File: config.mk
export PLATFORM = sky130hd
export DESIGN_NAME = pin_test_channel
export DESIGN_NICKNAME = d
export VERILOG_FILES = /design/src/rtl/pin_chan_pkg.sv /design/src/rtl/pin_chan_phase.sv /design/src/rtl/pin_chan_fifo.sv /design/src/rtl/pin_chan_ser.sv /design/src/rtl/pin_chan_des.sv /design/src/rtl/pin_test_channel.sv
export SDC_FILE = /design/constraint.sdc
export NUM_CORES = 1
export LEC_CHECK = 0
export ABC_AREA = 1
export CORE_MARGIN = 5
export CORE_UTILIZATION = 55
export CTS_BUF_LIST = sky130_fd_sc_hd__clkbuf_8
export DETAILED_ROUTE_END_ITERATION = 8
export DONT_BUFFER_PORTS = 1
export GPL_ROUTABILITY_DRIVEN = 0
export PLACE_DENSITY = 0.75
export SYNTH_ARGS = -nofsm -noshare
export SYNTH_HDL_FRONTEND = slang
export SYNTH_HIERARCHICAL = 1
export SYNTH_SLANG_ARGS = --single-unit
File: constraint.sdc
create_clock -name clk -period 10.1 [get_ports clk]
set_input_delay 1.01 -clock clk [delete_from_list [all_inputs] [get_ports clk]]
set_output_delay 1.01 -clock clk [all_outputs]
set_load 0.005 [all_outputs]
File: src/rtl/pin_chan_pkg.sv
package pin_chan_pkg;
   typedef enum logic {
      CH_DRIVE   = 1'b0,
      CH_CAPTURE = 1'b1
   } ch_mode_e;
endpackage

File: src/rtl/pin_chan_phase.sv
module pin_chan_phase #(
   parameter int PHASES      = 4,
   parameter int HIGH_PHASES = 1,
   parameter int PROBE_PHASE = 2
) (
   input  logic clk,
   input  logic rst_n,
   input  logic run,
   output logic test_clk,
   output logic probe_clk,
   output logic bit_end,
   output logic probe_strobe
);
   localparam int PH_W = (PHASES > 2) ? $clog2(PHASES) : 1;
   localparam logic [PH_W-1:0] LAST_L  = PH_W'(PHASES - 1);
   localparam logic [PH_W-1:0] HIGH_L  = PH_W'(HIGH_PHASES);
   localparam logic [PH_W-1:0] PROBE_L = PH_W'(PROBE_PHASE);

   logic [PH_W-1:0] ph;
   logic            in_win;

   always_ff @(posedge clk) begin
      if (!rst_n || !run) ph <= '0;
      else if (ph == LAST_L) ph <= '0;
      else ph <= ph + 1'b1;
   end

   generate
      if (PROBE_PHASE + HIGH_PHASES <= PHASES) begin : g_win_plain
         localparam logic [PH_W:0] END_L = (PH_W+1)'(PROBE_PHASE + HIGH_PHASES);
         assign in_win = (ph >= PROBE_L) && ({1'b0, ph} < END_L);
      end else begin : g_win_wrap
         localparam logic [PH_W-1:0] WEND_L = PH_W'(PROBE_PHASE + HIGH_PHASES - PHASES);
         assign in_win = (ph >= PROBE_L) || (ph < WEND_L);
      end
   endgenerate

   assign test_clk     = run && (ph < HIGH_L);
   assign probe_clk    = run && in_win;
   assign bit_end      = run && (ph == LAST_L);
   assign probe_strobe = run && (ph == PROBE_L);


   tclk_restart_chk: assert property (@(posedge clk) disable iff (!rst_n)
      bit_end ##1 run |-> test_clk);
endmodule

File: src/rtl/pin_chan_fifo.sv
module pin_chan_fifo #(
   parameter int W     = 64,
   parameter int DEPTH = 8
) (
   input  logic                         clk,
   input  logic                         rst_n,
   input  logic                         push,
   input  logic [W-1:0]                 din,
   input  logic                         pop,
   output logic [W-1:0]                 dout,
   output logic                         full,
   output logic                         empty,
   output logic [$clog2(DEPTH+1)-1:0]   level
);
   localparam int AW    = $clog2(DEPTH);
   localparam int LVL_W = $clog2(DEPTH+1);

   logic [W-1:0]  mem [DEPTH];
   logic [AW-1:0] wr_ptr, rd_ptr;
   logic          push_ok, pop_ok;

   assign full    = (level == LVL_W'(DEPTH));
   assign empty   = (level == '0);
   assign push_ok = push && !full;
   assign pop_ok  = pop && !empty;
   assign dout    = mem[rd_ptr];

   always_ff @(posedge clk) begin
      if (push_ok) mem[wr_ptr] <= din;
   end

   always_ff @(posedge clk) begin
      if (!rst_n) begin
         wr_ptr <= '0;
         rd_ptr <= '0;
         level  <= '0;
      end else begin
         if (push_ok) wr_ptr <= wr_ptr + 1'b1;
         if (pop_ok)  rd_ptr <= rd_ptr + 1'b1;
         if (push_ok && !pop_ok)      level <= level + 1'b1;
         else if (pop_ok && !push_ok) level <= level - 1'b1;
      end
   end


   full_hold_chk: assert property (@(posedge clk) disable iff (!rst_n)
      (full && push && !pop) |=> ($stable(level) && $stable(wr_ptr)));

   empty_hold_chk: assert property (@(posedge clk) disable iff (!rst_n)
      (empty && pop && !push) |=> (empty && $stable(rd_ptr)));
endmodule

File: src/rtl/pin_chan_ser.sv
module pin_chan_ser #(
   parameter int W = 64
) (
   input  logic         clk,
   input  logic         rst_n,
   input  logic         en,
   input  logic         bit_end,
   input  logic         fifo_empty,
   input  logic [W-1:0] fifo_dout,
   output logic         fifo_pop,
   output logic         cur_bit,
   output logic         underrun
);
   localparam int BW = $clog2(W);
   localparam logic [BW-1:0] LAST_L = BW'(W - 1);

   logic [W-1:0]  sreg;
   logic [BW-1:0] bcnt;
   logic          loaded;
   logic          need;

   assign need     = en && (!loaded || (bit_end && bcnt == LAST_L));
   assign fifo_pop = need && !fifo_empty;
   assign cur_bit  = loaded && sreg[0];

   always_ff @(posedge clk) begin
      if (!rst_n) begin
         sreg     <= '0;
         bcnt     <= '0;
         loaded   <= 1'b0;
         underrun <= 1'b0;
      end else begin
         if (en && bit_end && need && fifo_empty) underrun <= 1'b1;
         if (need && !fifo_empty) begin
            sreg   <= fifo_dout;
            bcnt   <= '0;
            loaded <= 1'b1;
         end else if (en && bit_end && loaded) begin
            sreg <= sreg >> 1;
            bcnt <= bcnt + 1'b1;
            if (bcnt == LAST_L) loaded <= 1'b0;
         end
      end
   end


   bit_hold_chk: assert property (@(posedge clk) disable iff (!rst_n)
      (en && loaded && !bit_end) |=> $stable(sreg));

   underrun_sticky_chk: assert property (@(posedge clk) disable iff (!rst_n)
      underrun |=> underrun);
endmodule

File: src/rtl/pin_chan_des.sv
module pin_chan_des #(
   parameter int W = 64
) (
   input  logic         clk,
   input  logic         rst_n,
   input  logic         en,
   input  logic         probe_strobe,
   input  logic         pin_in,
   input  logic         fifo_full,
   output logic [W-1:0] word,
   output logic         push,
   output logic         overrun
);
   localparam int BW = $clog2(W);
   localparam logic [BW-1:0] LAST_L = BW'(W - 1);

   logic [W-1:0]  csreg;
   logic [BW-1:0] ccnt;
   logic          take;

   assign take = en && probe_strobe;
   assign word = {pin_in, csreg[W-1:1]};
   assign push = take && (ccnt == LAST_L);

   always_ff @(posedge clk) begin
      if (!rst_n) begin
         csreg   <= '0;
         ccnt    <= '0;
         overrun <= 1'b0;
      end else begin
         if (take) begin
            csreg <= word;
            ccnt  <= (ccnt == LAST_L) ? '0 : ccnt + 1'b1;
         end
         if (push && fifo_full) overrun <= 1'b1;
      end
   end


   sample_gate_chk: assert property (@(posedge clk) disable iff (!rst_n)
      !probe_strobe |=> $stable(ccnt));

   overrun_sticky_chk: assert property (@(posedge clk) disable iff (!rst_n)
      overrun |=> overrun);
endmodule

File: src/rtl/pin_test_channel.sv
module pin_test_channel
   import pin_chan_pkg::*;
#(
   parameter int WORD_W      = 64,
   parameter int DEPTH       = 8,
   parameter int PHASES      = 4,
   parameter int HIGH_PHASES = 1,
   parameter int PROBE_PHASE = 2
) (
   input  logic                       clk,
   input  logic                       rst_n,
   input  logic                       mode,
   input  logic                       run,
   input  logic [$clog2(DEPTH+1)-1:0] threshold,
   input  logic                       host_wr_en,
   input  logic [WORD_W-1:0]          host_wr_data,
   input  logic                       host_rd_en,
   output logic [WORD_W-1:0]          host_rd_data,
   output logic                       thresh_flag,
   output logic                       underrun,
   output logic                       overrun,
   output logic                       test_clk,
   output logic                       probe_clk,
   output logic                       pin_out,
   output logic                       pin_oe,
   input  logic                       pin_in
);
   localparam int LVL_W = $clog2(DEPTH+1);

   generate
      if (DEPTH < 2 || (DEPTH & (DEPTH - 1)) != 0) begin : g_bad_depth
         $error("DEPTH must be a power of two, at least 2");
      end
      if (WORD_W < 2 || (WORD_W & (WORD_W - 1)) != 0) begin : g_bad_word
         $error("WORD_W must be a power of two, at least 2");
      end
      if (PHASES < 2 || HIGH_PHASES < 1 || HIGH_PHASES >= PHASES) begin : g_bad_duty
         $error("HIGH_PHASES must lie in 1..PHASES-1");
      end
      if (PROBE_PHASE < 0 || PROBE_PHASE >= PHASES) begin : g_bad_probe
         $error("PROBE_PHASE must lie in 0..PHASES-1");
      end
   endgenerate

   ch_mode_e          md;
   logic              drive_en, cap_en;
   logic              bit_end, probe_strobe;
   logic              f_push, f_pop, f_full, f_empty;
   logic [WORD_W-1:0] f_din, f_dout;
   logic [LVL_W-1:0]  f_level;
   logic              ser_pop, ser_bit;
   logic              des_push;
   logic [WORD_W-1:0] des_word;

   assign md       = ch_mode_e'(mode);
   assign drive_en = (md == CH_DRIVE);
   assign cap_en   = (md == CH_CAPTURE);

   pin_chan_phase #(
      .PHASES(PHASES), .HIGH_PHASES(HIGH_PHASES), .PROBE_PHASE(PROBE_PHASE)
   ) u_phase (
      .clk(clk), .rst_n(rst_n), .run(run),
      .test_clk(test_clk), .probe_clk(probe_clk),
      .bit_end(bit_end), .probe_strobe(probe_strobe)
   );

   assign f_push = drive_en ? host_wr_en   : des_push;
   assign f_din  = drive_en ? host_wr_data : des_word;
   assign f_pop  = drive_en ? ser_pop      : host_rd_en;

   pin_chan_fifo #(.W(WORD_W), .DEPTH(DEPTH)) u_fifo (
      .clk(clk), .rst_n(rst_n),
      .push(f_push), .din(f_din), .pop(f_pop), .dout(f_dout),
      .full(f_full), .empty(f_empty), .level(f_level)
   );

   pin_chan_ser #(.W(WORD_W)) u_ser (
      .clk(clk), .rst_n(rst_n), .en(drive_en), .bit_end(bit_end),
      .fifo_empty(f_empty), .fifo_dout(f_dout), .fifo_pop(ser_pop),
      .cur_bit(ser_bit), .underrun(underrun)
   );

   pin_chan_des #(.W(WORD_W)) u_des (
      .clk(clk), .rst_n(rst_n), .en(cap_en), .probe_strobe(probe_strobe),
      .pin_in(pin_in), .fifo_full(f_full), .word(des_word),
      .push(des_push), .overrun(overrun)
   );

   assign host_rd_data = f_dout;
   assign thresh_flag  = drive_en ? (f_level <= threshold) : (f_level >= threshold);
   assign pin_out      = drive_en && test_clk && ser_bit;
   assign pin_oe       = drive_en;


   refill_flag_chk: assert property (@(posedge clk) disable iff (!rst_n)
      (drive_en && f_empty) |-> thresh_flag);

   drain_flag_chk: assert property (@(posedge clk) disable iff (!rst_n)
      (cap_en && f_full && threshold <= LVL_W'(DEPTH)) |-> thresh_flag);
endmodule

# Word level (Yosys, flattened, before mapping)
# Memories as Yosys holds them, arrays and structs flattened. A register that Yosys moved wholly into a read port is not among the register bits.
# Cells that the tools add are included.
dict set report word_totals {
  wordCells 85
  register_bits 155
  output_inout_bits 71
  inputBits 75
  memories 1
  ramBits 512
}
# name depth word_bits rd rd_clocked_by_memory_dff write_ports line
set mem_list {}
lappend mem_list {u_fifo.mem 8 64 1 1 1 pin_chan_fifo.sv:18} ;# logic [W-1:0] mem [DEPTH];
dict set report op_classes {
  addsub 7
  bitwise_logic 2
  n_eq_ne 5
  reduce_logical 38
  n_lt_le_gt_ge 5
  muxes 16
}
# op count
set op_table {}
lappend op_table {{$mux W64} 3}
lappend op_table {{$logic_and A1 B1 Y1} 22}
lappend op_table {{$add A6 B1 Y6 const B} 2}
lappend op_table {{$eq A6 B6 Y1 const B} 2}
lappend op_table {{$mux W1} 8}
lappend op_table {{$mux W4} 2}
lappend op_table {{$logic_not A1 Y1} 7}
lappend op_table {{$add A3 B1 Y3 const B} 2}
lappend op_table {{$mux W3} 2}
lappend op_table {{$mux W6} 1}
lappend op_table {{$reduce_bool A2 Y1} 3}
lappend op_table {{$add A4 B1 Y4 const B} 1}
lappend op_table {{$eq A2 B2 Y1 const B} 2}
lappend op_table {{$eq A4 B4 Y1 const B} 1}
lappend op_table {{$ge A4 B4 Y1} 1}
lappend op_table {{$le A4 B4 Y1} 1}
lappend op_table {{$logic_not A4 Y1} 1}
lappend op_table {{$reduce_or A2 Y1} 2}
lappend op_table {{$sub A4 B1 Y4 const B} 1}
lappend op_table {{$add A2 B1 Y2 const B} 1}
lappend op_table {{$ge A2 B2 Y1 const B} 1}
lappend op_table {{$logic_or A1 B1 Y1} 2}
lappend op_table {{$lt A2 B1 Y1 const B} 1}
lappend op_table {{$lt A2 B2 Y1 const B} 1}
lappend op_table {{2 further kinds} 3}

# Depth between registers and ports, before layout
# Gate-level depths: netlist of the first run.
dict set report depth {
  ltp_word 11
  ltp_mapped 24
  depth_no_buf 22
}

# Cells and area by module
# The synthesis of the first run kept the hierarchy.
# mod seq_area_each_um2 cells_per_inst area_each_um2 instances
set by_module_without_submodules {}
lappend by_module_without_submodules {pin_chan_fifo 15635.0 1667 20648.6 1}
lappend by_module_without_submodules {pin_chan_ser 1441.4 613 3831.2 1}
lappend by_module_without_submodules {pin_chan_des 1401.3 326 2533.7 1}
lappend by_module_without_submodules {pin_test_channel 0.0 237 978.4 1}
lappend by_module_without_submodules {pin_chan_phase 40.0 19 135.1 1}

# Least setup slack after synthesis of the first run
# No wires, ideal clock.
dict set report synth_timing {
  path_kind {input -> register}
  from {input port run}
  to {memory u_fifo.mem[0][0], enable pin}
  t_arrival_ps 4734
  path_slack_ps 4880
  path_stages 14
  cell_sequence {nand2_1 -> inv_1 -> buf_4 -> nand2_2 -> inv_2 -> buf_6 -> nand3_2 -> inv_1 -> nand2_1 -> nand2_1 -> nand2_1 -> inv_1 -> nand2_1 -> nor2_1}
}
dict set report synth_between {
  elab_chain_cells 7
}
# item line
set synth_rtl {}
lappend synth_rtl {{from (decl)} pin_test_channel.sv:13} ;# input logic run,
lappend synth_rtl {{$logic_and A1 B1 Y1} pin_chan_phase.sv:41} ;# assign probe_strobe = run && (ph == PROBE_L);
lappend synth_rtl {{named net probe_strobe} pin_test_channel.sv:47} ;# logic bit_end, probe_strobe;
lappend synth_rtl {{$logic_and A1 B1 Y1} pin_chan_des.sv:21} ;# assign take = en && probe_strobe;
lappend synth_rtl {{$logic_and A1 B1 Y1} pin_chan_des.sv:23} ;# assign push = take && (ccnt == LAST_L);
lappend synth_rtl {{named net des_push} pin_test_channel.sv:52} ;# logic des_push;
lappend synth_rtl {{$mux W1} pin_test_channel.sv:67} ;# assign f_push = drive_en ? host_wr_en : des_push;
lappend synth_rtl {{named net f_push} pin_test_channel.sv:48} ;# logic f_push, f_pop, f_full, f_empty;
lappend synth_rtl {{$logic_and A1 B1 Y1} pin_chan_fifo.sv:24} ;# assign push_ok = push && !full;
lappend synth_rtl {{named net u_fifo.push_ok} pin_chan_fifo.sv:20} ;# logic push_ok, pop_ok;
lappend synth_rtl {{$mux W1} pin_chan_fifo.sv:29} ;# if (push_ok) mem[wr_ptr] <= din;
lappend synth_rtl {{$mux W1 (not written as such)} pin_chan_fifo.sv:29}
lappend synth_rtl {{to (decl)} pin_chan_fifo.sv:18}
# The timed path passes the listed nets, and every way through them passes these cells.

# Final worst setup path of the first run
dict set report layout_timing {
  from {register u_phase.ph[0]}
  to {memory u_fifo.mem[4][4], enable pin}
}
dict set report layout_between {
  elab_chain_cells 8
}
# item line
set layout_rtl {}
lappend layout_rtl {{from (decl)} pin_chan_phase.sv:19} ;# logic [PH_W-1:0] ph;
lappend layout_rtl {{from (signal assigned)} pin_chan_phase.sv:25} ;# else ph <= ph + 1'b1;
lappend layout_rtl {{$eq A2 B2 Y1} pin_chan_phase.sv:41}
lappend layout_rtl {{$logic_and A1 B1 Y1} pin_chan_phase.sv:41}
lappend layout_rtl {{$logic_and A1 B1 Y1} pin_chan_des.sv:21}
lappend layout_rtl {{$logic_and A1 B1 Y1} pin_chan_des.sv:23}
lappend layout_rtl {{named net des_push} pin_test_channel.sv:52}
lappend layout_rtl {{$mux W1} pin_test_channel.sv:67}
lappend layout_rtl {{named net f_push} pin_test_channel.sv:48}
lappend layout_rtl {{$logic_and A1 B1 Y1} pin_chan_fifo.sv:24}
lappend layout_rtl {{named net u_fifo.push_ok} pin_chan_fifo.sv:20}
lappend layout_rtl {{$mux W1} pin_chan_fifo.sv:29}
lappend layout_rtl {{$mux W1 (not written as such)} pin_chan_fifo.sv:29}
# The timed path passes the listed nets, and every way through them passes these cells.

==> results.toml, run 1 <==
[status]
status = "finished, final reports clean"

[synthesis]
syn_area_per_cell_um2 = 9.83
synth_area_mm2 = 0.0281
synth-seq-cells = 669
synth_cells = 2862
synthesis.nets = 2952
ys_types = 28
ys_seq_area_share_pct = 65.8
ys_warn_count = 6

[setup_path]
critical_path.max_fanout = 68
required_ns = 10.39
cp_slowest_cell = "nor2_4"
r2r_start = "u_phase/ph[0]"
cp-end-kind = "flop"
start_kind = "flop"
critPathArrivalTime_ns = 4.92
reg2reg_to = "u_fifo/mem[4][4]"
cp_num_buf_inv = 8
slowest_delay_ns = 0.92
criticalPathCategory = "reg -> reg"
path_common_cell = "nand2_1"
crit_family = "buffers and inverters"
crit_chain = "inv_1, ha_1, nand2_1, inv_1, nand2_2, buf_4, inv_2, buf_4, nand3_2, inv_1, nand2_1, nand2_1, nand2_1, inv_1, nand2_1, nor2_4, buf_4"
ff2ff_setup_slack_ns = 5.47
rr_worst_depth = 17

[die]
core_mm2 = 0.0504
fp.dieW_um = 236
die_y_um = 236
ioPinCount = 146
start_util_pct = 55.8
num_rows = 82
die_area_mm2 = 0.0558

[global_route]
grt_max_degree = 156
antenna_found_initial = 5
grt_pass1_vias = 19200
grt.total_usage_pct = 23.3
grt-ovfl-total = 0
grt_pass1_wl_um = 104000

[power]
total_power_mw = 7.14
peakVddDrop_mv = 0.211
power_frac_clock_pct = 29.8
seq_power_share_pct = 45.4
powerDensity_mw_per_mm2 = 236
power.internal_mw = 4.72
comb_power_share_pct = 24.8
p_sw_share_pct = 33.9
switchingPower_mw = 2.42
p_leak_nw = 11.5

[sta]
tns_ns = 0
fin_crit_sh_pct = 45.9
slew_headroom_pct = 20.2
finalHoldViolations = 0
fmax_ghz = 0.216
rsz0062_at_grt = "no"
slew_violations = 0
layout_min_cycle_time_ns = 4.63
worst_pin_slew_ns = 1.20
setup_viol = 0
skew_ns = 0.0421

[clock_network]
cts_tree = "built"
clk_pin_slew_worst_paths_ns = 0.07
insertion_delay_ns = 0.70
cts_hold_buf = 0
cts-resized-gates = 0
cts-htree-levels = 3
clockRootBuffer = "clkbuf_8"
cts_sinks = 669
cts_buffer_depth = 3
post_cts_buffers = 0
cts_made_buffers = 105

[detailed_routing]
wl_um = 67000
viasPerCell = 5.58
drc = 0
ant_nets = 0
wl_per_cell_um = 18.7
drtIter0Drc = 2090
via_count = 20000
firstDrtPassIters = 6

[min_path]
min_from = "rst_n"
hold_class = "in -> reg"
whs_path_depth = 2
hold_end = "u_des/csreg[41]"

[layout]
fillerInstances = 4005
drive_gt1_share_pct = 6.61
finalCoreUtilization_pct = 60.1
syn_to_final_growth_pct = 7.58
nNetsFinal = 2902

[flow_run]
maxCapViolCount = 0

[placed_design]
hpwl_um = 37600
numPortBuffers = 0
==> state kept, by name (all words and copies together) (netlist names), named ones only <==
name / cells
u_fifo/mem: 512
u_ser/sreg: 64
u_des/csreg: 63
u_des/ccnt: 6
u_ser/bcnt: 6
u_fifo/level: 4
u_fifo/rd_ptr: 3
u_fifo/wr_ptr: 3
u_phase/ph: 2
u_des/overrun: 1
u_ser/loaded: 1
u_ser/underrun: 1
==> power by group through the flow <==
stage | sequential [mW] | clock (mW) | combinational [mW]
global placement | 3.29 | 0 | 1.70
CTS | 3.24 | 2.16 | 1.77
floorplan | 3.25 | 0 | 1.40
finish | 3.24 | 2.13 | 1.77
detailed placement | 3.30 | 0 | 1.76
global route | 3.26 | 2.30 | 2.01
==> how the worst max path moves through the flow <==
stage             startpoint                end  slack [ns]  depth (start not counted)
2_1_floorplan            run   u_fifo/mem[0][0]        4.88                         14
3_3_place_gp             run   u_fifo/mem[4][1]        5.16                         15
3_5_place_dp             run   u_fifo/mem[4][0]        5.08                         15
4_1_cts        u_phase/ph[0]  u_fifo/mem[4][61]        5.48                         17
5_1_grt        u_phase/ph[0]   u_fifo/mem[4][1]        5.17                         17
6_report       u_phase/ph[0]   u_fifo/mem[4][4]        5.47                         17
==> stage by stage <==
step	std cells	hold WS [ns]	worst slack [ns]	cell area, um^2
4_1_cts	3576	0.413	5.48	30200
3_3_place_gp	3377	0.428	5.16	28200
2_1_floorplan	2862	0.417	4.88	28100
6_report	3581	0.456	5.47	30300
5_1_grt	3581	0.416	5.17	30300
3_5_place_dp	3377	0.440	5.08	28200
==> kinds of logic after synthesis <==
| group | count (synthesis) | share of synthesized area, % |
|---|---|---|
| DFF | 669 | 65.8 |
| and+or+nand+nor | 1339 | 18.6 |
| adders and majority gates | 15 | 0.694 |
| AOI/OAI and AO/OA | 532 | 9.47 |
| xor gates and xnor gates | 8 | 0.249 |
| buffers and inverters | 299 | 5.12 |
==> layout make-up <==
type                            instances  area [um^2]  share of cell area [%]
Multi-Input combinational cell       1894         8240                    27.2
Tap cell                              672          841                    2.78
Clock buffer                          117         1610                    5.32
Clock inverter                         82          387                    1.28
Inverter                              115          438                    1.45
Antenna cell                            5         12.5                  0.0414
Timing Repair Buffer                   27          203                   0.670
Sequential cell                       669        18500                    61.2
==> placed cells by master, fill, tap and decap left out, types with 3 or more instances in the layout <==
master,n
nand2_1,632
nor2_1,543
edfxtp_1,512
o21ai_0,292
o21ai_1,161
dfxtp_1,154
inv_1,149
nand3_1,144
clkbuf_8,117
a21oi_1,79
buf_4,27
clkinv_1,19
clkinv_2,17
ha_1,14
nor2_4,10
diode_2,5
inv_2,5
xor2_1,5
xnor2_1,3
==> cells in the mapped netlist <==
cell      number  area, um^2
xnor2_1        3        26.3
nor2_1       551        2070
o21ai_0      292        1460
nand4_1        2        12.5
buf_1         13        48.8
o21ai_1      161         806
nand3_1      144         721
buf_8          1        15.0
inv_1        110         413
ha_1          14         175
buf_12         1        20.0
xor2_1         5        43.8
or2_2          2        12.5
inv_2          5        18.8
clkbuf_1      80         300
nor2_4         1        11.3
dfxtp_1      157        3140
a21oi_1       79         395
nand3_2        1        10.0
nand2_1      633        2380
nand2_2        2        12.5
buf_6         22         248
buf_2         50         250
fa_1           1        20.0
edfxtp_1     512       15400
buf_4         17         128
nor2_2         1        6.26
nor3_1         2        10.0
==> per-layer routing <==
layer  vias to the layer above  GRT usage (%)  wire (um)
met5                         -              0          0
met4                         0           8.08       1700
met3                       131           4.84       5250
met2                       818           38.4      32600
met1                      9527           31.0      27400
li1                       9522              -          -
==> worst register-to-register path: cells and delay by family (launching register included) <==
family,cells,cell delay (ns)
buffers and inverters,8,2.00
and+or+nand+nor,8,1.73
DFF,1,0.33
adders and majority gates,1,0.14
(Power assumes the default switching activity.)
==> run 2, diff against run 1 <==
- clock period: 10.1 -> 4.7 ns (I/O delays scaled with it)
==> run 2 against run 1 <==
  * Via count rose by 1.3%
  * Sequential share of layout area fell by 0.47 points
  * Worst hold slack got worse by 0.36 ns
  * Register-to-register slack got worse by 4.1 ns
  * Critical path depth fell by 11
  * Largest cell class unchanged
  * Critical path type is now reg -> out
  * Clock skew fell by 0.0074 ns
  * Non-clock buffer count rose by 8
  * Final cell count barely moved
  * Global-route usage rose by 0.23 points
  * First-iteration DRC count fell by 0.48%
  * Worst setup slack got worse by 4.1 ns
  * Largest power group unchanged
  * Count of clock-buffer cells in the layout fell by 4
==> results.toml, run 2 (synthesized netlist as in run 1, its figures left out) <==
[setup_path]
cp_num_buf_inv = 2
required_ns = 4.23
critical_path.max_fanout = 134
ff2ff_setup_slack_ns = 1.39
path_common_cell = "nand2_1"
crit_family = "buffers and inverters"
rr_worst_depth = 13
start_kind = "flop"
critPathArrivalTime_ns = 2.88
r2r_start = "u_phase/ph[0]"
cp-end-kind = "primary output"
slowest_delay_ns = 0.65
cp_slowest_cell = "inv_6"
criticalPathCategory = "reg -> out"
reg2reg_to = "u_fifo/mem[7][36]"
crit_chain = "inv_6, buf_12, nor2_1, o21ai_0, nand2_1, nand2_1"

[layout]
nNetsFinal = 2910
stdcell_count = 3583
finalCoreUtilization_pct = 60.5
syn_to_final_growth_pct = 8.41
layout_commonest_cell = "nand2_1"
largestRegisters = "u_fifo/mem x512, u_ser/sreg x64, u_des/csreg x63"
largest_reg_flops = 512
max_flop_register = "u_fifo/mem"
final_cell_mix = "nand2_1 (632), nor2_1 (543), edfxtp_1 (512)"
drive_gt1_share_pct = 6.53
fillerInstances = 4035

[detailed_routing]
ant_nets = 0
drtIter0Drc = 2080
wl_met3_um = 5940
drc = 0
firstDrtPassIters = 6
via_count = 20300
drt-met1-wl_um = 27700
wl_met2_um = 32300
top_layer = "met4"
viasPerCell = 5.65
wl_um = 67800
wl_per_cell_um = 18.9

[global_route]
grt_pass1_wl_um = 106000
grt.total_usage_pct = 23.5
grt_max_degree = 257
grt-ovfl-total = 0
antenna_found_initial = 1
grt_pass1_vias = 19400

[sta]
layout_min_cycle_time_ns = 3.35
slew_headroom_pct = 16.3
fmax_ghz = 0.298
fin_crit_sh_pct = 71.4
skew_ns = 0.0347
finalHoldViolations = 0
rsz0062_at_grt = "no"
tns_ns = 0
setup_viol = 0
worst_pin_slew_ns = 1.25
slew_violations = 0

[power]
p_leak_nw = 11.6
powerDensity_mw_per_mm2 = 510
total_power_mw = 15.5
seq_power_share_pct = 44.9
comb_power_share_pct = 24.9
switchingPower_mw = 5.27
p_sw_share_pct = 33.9
power_frac_clock_pct = 30.2
power.internal_mw = 10.3
peakVddDrop_mv = 0.493

[clock_network]
cts-htree-levels = 3
post_cts_buffers = 0
clockRootBuffer = "clkbuf_8"
cts_sinks = 669
cts_hold_buf = 3
clk_pin_slew_worst_paths_ns = 0.06
cts-resized-gates = 0
cts_buffer_depth = 3
insertion_delay_ns = 0.71
cts_made_buffers = 105
cts_tree = "built"

[die]
fp.dieW_um = 236
start_util_pct = 55.8
die_area_mm2 = 0.0558
die_y_um = 236
ioPinCount = 146
num_rows = 82
core_mm2 = 0.0504

[placed_design]
hpwl_um = 38000
placed_cells = 3382
numPortBuffers = 0

[min_path]
hold_end = "u_fifo/mem[6][10]"
whs_path_depth = 2
hold_class = "in -> reg"
min_from = "host_wr_data[10]"

[flow_run]
maxCapViolCount = 0

[status]
status = "finished, final reports clean"
-- run 2: cell types whose count changed in the layout (fill, tap and decap cells not counted), sizes merged, moves of 3 or more --
| cell | before | now |
|---|---|---|
| clkbuf | 117 | 113 |
| buf | 27 | 33 |
| diode | 5 | 1 |
| inv | 157 | 172 |
| bufinv | 1 | 4 |
| clkinv | 37 | 23 |
-- run 2: power by group through the flow --
stage | registers (mW) | logic, mW | clock network, mW
floorplan | 6.98 | 3.00 | 0
finish | 6.97 | 3.87 | 4.70
CTS | 6.96 | 3.84 | 4.78
global route | 7.00 | 4.35 | 5.05
detailed placement | 7.08 | 3.81 | 0
global placement | 7.07 | 3.66 | 0
-- run 2: worst reg2reg max path, stage by stage, from the launching register on --
cell     delay, ns
dfxtp_1       0.32
inv_1         0.10
ha_1          0.15
nand2_1       0.05
inv_1         0.19
nand2_2       0.09
inv_2         0.07
nand3_2       0.09
inv_1         0.08
nand2_1       0.05
nand2_1       0.13
nand3_1       0.38
nor2_4        0.91
buf_4         0.38
-- run 2: worst max-delay path by stage --
stage / start / cells after the start / endpoint
floorplan: u_phase/ph[0] / 16 / u_fifo/mem[0][0]
finish: flop / 6 / host_rd_data[63]
global placement: mode / 20 / u_fifo/level[3]
detailed placement: mode / 20 / u_fifo/level[3]
global route: flop / 6 / host_rd_data[47]
CTS: flop / 6 / host_rd_data[63]
-- run 2: area by class of cell --
type | count | area [um^2] | area share, %
Timing Repair Buffer | 35 | 413 | 1.35
Clock buffer | 113 | 1560 | 5.10
Multi-Input combinational cell | 1894 | 8240 | 27.0
Clock inverter | 84 | 475 | 1.56
Antenna cell | 1 | 2.50 | 0.00821
Inverter | 115 | 438 | 1.44
Tap cell | 672 | 841 | 2.76
Sequential cell | 669 | 18500 | 60.8
-- run 2: layer usage --
metal	up-vias	track usage, %
li1	9544	-
met1	9715	31.1
met2	837	38.1
met3	162	5.69
met4	0	8.80
met5	-	0
-- run 2: through the flow --
step / instance area [um^2] / hold WS, ns / setup WS (ns)
floorplan: 28100 / 0.417 / -0.0268
global placement: 28400 / 0.426 / 1.21
detailed placement: 28400 / 0.442 / 1.06
CTS: 30500 / 0.0467 / 1.34
global route: 30500 / 0.106 / 1.16
finish: 30500 / 0.0976 / 1.35
